===== src/rtl/cdt_pkg.sv =====
package cdt_pkg;
    typedef enum logic {
        ST_IDLE = 1'b0,
        ST_RUN  = 1'b1
    } cdt_state_e;
endpackage


===== src/rtl/cdt_cfg_reg.sv =====
module cdt_cfg_reg #(
    parameter int CFG_W  = 64,
    parameter int EN_BIT = 0
) (
    input  logic             clk,
    input  logic             rst_n,
    input  logic             we,
    input  logic [CFG_W-1:0] wdata,
    input  logic             drop_en,
    output logic [CFG_W-1:0] cfg_q
);
    always_ff @(posedge clk) begin
        if (!rst_n) begin
            cfg_q <= '0;
        end else if (we) begin
            cfg_q <= wdata;
        end else if (drop_en) begin
            cfg_q[EN_BIT] <= 1'b0;
        end
    end


    oneshot_clear_chk: assert property (@(posedge clk) disable iff (!rst_n)
        (drop_en && !we) |=> !cfg_q[EN_BIT]);


    store_word_chk: assert property (@(posedge clk) disable iff (!rst_n)
        we |=> cfg_q == $past(wdata));
endmodule


===== src/rtl/cdt_counter.sv =====
module cdt_counter
    import cdt_pkg::*;
#(
    parameter int CW = 48
) (
    input  logic          clk,
    input  logic          rst_n,
    input  logic          load,
    input  logic          stop,
    input  logic [CW-1:0] load_val,
    input  logic [CW-1:0] reload_val,
    input  logic          periodic,
    input  logic          tick,
    output logic          expire,
    output logic [CW-1:0] remain
);
    cdt_state_e    state_q, state_d;
    logic [CW-1:0] cnt_q, cnt_d;
    logic          last;

    assign last = (cnt_q <= CW'(1));

    // next state and count
    always_comb begin
        state_d = state_q;
        cnt_d   = cnt_q;
        unique case (state_q)
            ST_IDLE: begin
                if (load) begin
                    state_d = ST_RUN;
                    cnt_d   = load_val;
                end
            end
            ST_RUN: begin
                if (load) begin
                    cnt_d = load_val;
                end else if (stop) begin
                    state_d = ST_IDLE;
                    cnt_d   = '0;
                end else if (tick) begin
                    if (last) begin
                        if (periodic) begin
                            cnt_d = reload_val;
                        end else begin
                            state_d = ST_IDLE;
                            cnt_d   = '0;
                        end
                    end else begin
                        cnt_d = cnt_q - CW'(1);
                    end
                end
            end
            default: begin
                state_d = ST_IDLE;
                cnt_d   = '0;
            end
        endcase
    end

    // state register
    always_ff @(posedge clk) begin
        if (!rst_n) begin
            state_q <= ST_IDLE;
            cnt_q   <= '0;
        end else begin
            state_q <= state_d;
            cnt_q   <= cnt_d;
        end
    end

    // outputs
    always_comb begin
        expire = 1'b0;
        remain = '0;
        unique case (state_q)
            ST_IDLE: begin
                expire = 1'b0;
                remain = '0;
            end
            ST_RUN: begin
                expire = tick && last && !load && !stop;
                remain = cnt_q;
            end
            default: begin
                expire = 1'b0;
                remain = '0;
            end
        endcase
    end


    load_value_chk: assert property (@(posedge clk) disable iff (!rst_n)
        load |=> remain == $past(load_val));


    countdown_chk: assert property (@(posedge clk) disable iff (!rst_n)
        (state_q == ST_RUN && tick && !load && !stop && !last)
            |=> remain == $past(cnt_q) - CW'(1));


    hold_chk: assert property (@(posedge clk) disable iff (!rst_n)
        (state_q == ST_RUN && !tick && !load && !stop) |=> $stable(remain));


    reload_chk: assert property (@(posedge clk) disable iff (!rst_n)
        (expire && periodic) |=> remain == $past(reload_val));


    halt_chk: assert property (@(posedge clk) disable iff (!rst_n)
        (stop && !load) |=> (remain == '0 && !expire));


    idle_zero_chk: assert property (@(posedge clk) disable iff (!rst_n)
        (state_q == ST_IDLE) |-> (remain == '0 && !expire));
endmodule


===== src/rtl/cdt_irq.sv =====
module cdt_irq (
    input  logic clk,
    input  logic rst_n,
    input  logic set,
    input  logic clr,
    output logic irq
);
    always_ff @(posedge clk) begin
        if (!rst_n) begin
            irq <= 1'b0;
        end else if (set) begin
            irq <= 1'b1;
        end else if (clr) begin
            irq <= 1'b0;
        end
    end


    irq_set_chk: assert property (@(posedge clk) disable iff (!rst_n)
        set |=> irq);


    irq_clr_chk: assert property (@(posedge clk) disable iff (!rst_n)
        (clr && !set) |=> !irq);


    irq_hold_chk: assert property (@(posedge clk) disable iff (!rst_n)
        (!set && !clr) |=> irq == $past(irq));
endmodule


===== src/rtl/cd_timer.sv =====
module cd_timer #(
    parameter int CFG_W   = 64,
    parameter int CNT_HI  = 47,
    parameter int CNT_LO  = 2,
    parameter int EN_BIT  = 0,
    parameter int PER_BIT = 1
) (
    input  logic               clk,
    input  logic               rst_n,
    input  logic               cfg_we,
    input  logic [CFG_W-1:0]   cfg_wdata,
    input  logic               tick_en,
    input  logic               irq_clr,
    output logic [CFG_W-1:0]   cfg_rdata,
    output logic [CNT_HI:0]    remain,
    output logic               irq
);
    localparam int CW = CNT_HI + 1;

    logic [CFG_W-1:0] cfg_q;
    logic [CW-1:0]    load_val, reload_val;
    logic             load, stop, expire, periodic;

    assign load       = cfg_we &  cfg_wdata[EN_BIT];
    assign stop       = cfg_we & ~cfg_wdata[EN_BIT];
    assign load_val   = {cfg_wdata[CNT_HI:CNT_LO], {CNT_LO{1'b0}}};
    assign reload_val = {cfg_q[CNT_HI:CNT_LO], {CNT_LO{1'b0}}};
    assign periodic   = cfg_q[PER_BIT];
    assign cfg_rdata  = cfg_q;

    cdt_cfg_reg #(.CFG_W(CFG_W), .EN_BIT(EN_BIT)) u_cfg (
        .clk     (clk),
        .rst_n   (rst_n),
        .we      (cfg_we),
        .wdata   (cfg_wdata),
        .drop_en (expire & ~periodic),
        .cfg_q   (cfg_q)
    );

    cdt_counter #(.CW(CW)) u_cnt (
        .clk        (clk),
        .rst_n      (rst_n),
        .load       (load),
        .stop       (stop),
        .load_val   (load_val),
        .reload_val (reload_val),
        .periodic   (periodic),
        .tick       (tick_en),
        .expire     (expire),
        .remain     (remain)
    );

    cdt_irq u_irq (
        .clk   (clk),
        .rst_n (rst_n),
        .set   (expire),
        .clr   (irq_clr),
        .irq   (irq)
    );


    oneshot_stop_chk: assert property (@(posedge clk) disable iff (!rst_n)
        (expire && !periodic) |=> (remain == '0 && !cfg_rdata[EN_BIT]));
endmodule


===== config.mk =====
export PLATFORM = sky130hd
export DESIGN_NAME = cd_timer
export DESIGN_NICKNAME = d
export VERILOG_FILES = /design/src/rtl/cdt_pkg.sv /design/src/rtl/cdt_cfg_reg.sv /design/src/rtl/cdt_counter.sv /design/src/rtl/cdt_irq.sv /design/src/rtl/cd_timer.sv
export SDC_FILE = /design/constraint.sdc
export NUM_CORES = 1
export LEC_CHECK = 0
export BUFFER_PORTS_ARGS = -buffer_cell sky130_fd_sc_hd__buf_4
export CAP_MARGIN = 20
export CORE_ASPECT_RATIO = 1.2
export CORE_UTILIZATION = 28
export DETAILED_ROUTE_END_ITERATION = 8
export PLACE_DENSITY = 0.46
export SYNTH_ARGS = -nofsm -noshare
export SYNTH_HDL_FRONTEND = slang
export SYNTH_SLANG_ARGS = --single-unit

===== constraint.sdc =====
create_clock -name clk -period 5.5 [get_ports clk]
set_input_delay 1.65 -clock clk [delete_from_list [all_inputs] [get_ports clk]]
set_output_delay 1.65 -clock clk [all_outputs]
set_load 0.1 [all_outputs]

==> summary.md <==
| Metric | Value |
|---|---|
| Outcome | finished, final reports clean |
| Net Sw Frac | 35.5% |
| Top cells by area, synth | dfxtp_1, mux2i_1, nor2b_1 |
| CTS max path bufs | 2 |
| Syn_nets | 903 |
| Crit-path cells | buf_4 > and2_1 > buf_4 |
| Final Hold Vio Count | 0 |
| Synth-to-layout area growth | 31.0% |
| P per Cell Area | 318 nW/um^2 |
| Slew HR | 43.5% |
| Nets | 1,038 |
| Die area | about 25,000 sq um |
| Max incr delay on CP | around 0.60 ns |
| Non-Filler Instances | 1,300 |
| Post-cts hold buffer count | 0 |
| Cells after synthesis | roughly 830 |
| Number of synthesized flops with an enable pin | 0 |
| Syn_area_per_cell | ~8.2 sq um |
| Final setup violation count | 0 |
| Clock power share | 40.8% |
| RSZ-0062 raised after global routing | no |
| Vias in the first global route | 6,458 |
| First-pass GRT wire length | 36,800 um |
| CP endpoint kind | output pin |
| Clk pin slew, worst setup/hold paths | 0.06 ns |
| WP data arrival | about 2.0 ns |
| Port Buf Inserts | roughly 180 |
| Clock Skews | 0.00979 ns |
| GP Congestion | roughly 0.79 |
| Maximum Capacitance Violations | 0 |
| Worst skew pair latency | 0.42 ns |
| GRT overflow | 0 |
| Pleak | 3.69 nW |
| Post-cts sizing count | 0 |
| Largest net degree at the start of global routing | 61 |
| Critical Path Source Type | flip-flop |
| Final Max Slew Viols | 0 |
| Sequential fraction of the synthesis area | 33.4% |
| Share of layout cells above drive strength 1 | 25.4% |
| Post-synth top area share | approximately a third |
| Antenna diodes | 0 |
| Via count | 6,552 |
| # IOs | 182 |
| Required @ worst endpoint | roughly 3.9 ns |
| Slowest cell on the critical path | dfxtp_1 |
| DR vias/cell | 5.04 |
| Worst IR Drop VDD | 201 uV |
| Share of synthesized registers carrying an async set or reset | 0% |
| M3 GR Usage | 3.82% |
| Placed cell count | 1,268 |
| Initial DRC count | 373 |
| Setup TNS | 0 ns |
| Post-route ant nets | 0 |
| Clock sinks | 114 |
| Util after Layout | between 30% and 40% |
| M1 GR Usage | 24.5% |
| Total CTS buffers | 17 |
| Cell mode on critical path | buf_4 |
| Yosys warning total | 0 |
| Yosys cell types | between 60 and 70 |
| CTS tree | yes |
| Register share of total power | 33.0% |
| Period utilization | 67.0% |
| Worst Setup Path Type | reg2out |
| Largest area contributor in the netlist | dfxtp_1 |
| NetSw | 0.00101 W |
| Combinational share of power | a little over a quarter |
| Post-CTS setup repair buffer count | 0 |
| #FFs+latches synth | 114 |
| Met2 Use GR | 31.4% |
| # rows | 62 |
| Initial antenna violation count | 1 |
| # DRC | 0 |
| Worst slew pin tran | 0.848 ns |
| Internal Power | 0.00183 W |
| Hold Path Class | reg2reg |
| Total wire length after detailed routing | 23,800 um |
| Routed length per placed instance | 18.3 um |
| Die outline width | around 140 um |
| CP Max Fanout | 39 |
| Final min period | about 3.7 ns |
| DRT Pass-1 Iters | 5 |
| Initial Util | roughly 29% |
| Grt peak-use layer | met2 |
| CTS H-tree lvls | 4 |
| Core area | 23,900 sq um |
| Clk root buf | clkbuf_16 |
| Die H | 173 um |
| Synthesized cell area | 6820 sq um |
| Fmax | approximately 270 MHz |
| Dpl hpwl | 16,000 um |
| Most used DFF post-synth | dfxtp_1 |
| Total GRT Usage | roughly a fifth |
| # fillers | 2,597 |
cell usage in the layout, fill, tap and decap left out, drive strengths merged, types with 2 or more instances in the layout:
cell,synthesis,routed
buf,19,194
a21oi,51,51
ha,2,2
or2,3,3
o21ai,31,31
nand2,76,76
nand4,11,11
nand3,34,34
dfxtp,114,114
inv,5,8
a31oi,27,27
a31o,2,2
clkbuf,59,18
nand3b,2,2
a22oi,3,3
clkinvlp,0,3
a211oi,3,3
mux2i,63,63
o31ai,10,10
or3b,2,2
nor4,15,15
o31a,2,2
o21a,5,5
xor2,14,14
or3,13,13
clkinv,0,5
and2,58,58
and3,3,3
or4,8,8
xnor2,26,26
o211ai,17,17
o311ai,3,3
nand2b,2,2
mux2,3,3
nor2,27,27
nor2b,66,66
bufinv,0,3
nor3,18,18
a22o,22,22
final timing paths:
kind	startpoint	slack, ns	endpoint	cells past startpoint
max	u_cnt.state_q	1.82	remain[10]	3
min	u_cfg.cfg_q[2]	0.50	u_cnt.cnt_q[2]	2
max reg2reg	u_cnt.cnt_q[24]	2.02	u_cnt.cnt_q[40]	7
min reg2reg	u_cfg.cfg_q[2]	0.50	u_cnt.cnt_q[2]	2
cell families after synthesis:
kind of cell,after synthesis,synth area share [%]
and+or+nand+nor,341,27.9
AOI/OAI and AO/OA,186,17.7
DFF,114,33.4
buffers and inverters,83,5.72
muxes,66,9.74
xor gates and xnor gates,40,5.13
adders and majority gates,2,0.367
stage by stage:
stage	hold slack, ns	cell area (sq um)	power [W]	setup slack [ns]
floorplan	0.542	6820	0.00150	2.14
global placement	0.499	8330	0.00170	1.76
detailed placement	0.499	8330	0.00170	1.74
CTS	0.499	8940	0.00288	1.79
global route	0.527	8940	0.00296	1.67
finish	0.501	8940	0.00284	1.82
sequential cells by signal, summed over array words and instances, names as in the netlist:
name and flops:
u_cnt.state_q 1, u_cfg.cfg_q 64, u_irq.irq 1, u_cnt.cnt_q 48
layer usage:
layer,wire length (um),vias up
met4,576,2
met3,1190,37
met1,10700,3066
met5,13,-
li1,-,3236
met2,11300,211
cell type report:
type / count / area (sq um) / area share [%]
clock buffers: 18 / 429 / 4.80
clock inverters: 14 / 181 / 2.03
inverters: 5 / 18.8 / 0.210
multi-input cells: 635 / 4170 / 46.7
flip-flops and latches: 114 / 2280 / 25.5
well taps: 320 / 400 / 4.48
repair buffers: 194 / 1460 / 16.3
power groups by stage:
stage / Combinational [W] / Clock (W) / Sequential [W]
after floorplan: 0.000372 / 0 / 0.00112
after detailed placement: 0.000746 / 0 / 0.000954
after CTS: 0.000749 / 0.00119 / 0.000937
after global routing: 0.000796 / 0.00122 / 0.000944
final: 0.000745 / 0.00116 / 0.000936
after global placement: 0.000746 / 0 / 0.000954
Yosys cell counts, drive strengths merged (2+ instances only):
master and number:
nor3 18, xor2 14, buf 19, a22oi 3
a211oi 3, or4 8, nand4 11, and3 3
a21oi 51, xnor2 26, mux2i 63, o311ai 3
o31ai 10, or3 13, inv 5, o21a 5
nand3b 2, a31o 2, dfxtp 114, o211ai 17
o21ai 31, nor4 15, ha 2, mux2 3
a22o 22, o31a 2, a31oi 27, nor2b 66
or2 3, nand3 34, nand2 76, clkbuf 59
nor2 27, or3b 2, and2 58, nand2b 2
critical path, delay by kind of cell, from the launching register on:
kind          cells  cell delay (ns)
buf+inv           2             0.77
flops             1             0.60
simple gates      1             0.24
Power figures use the tool's default switching activity.
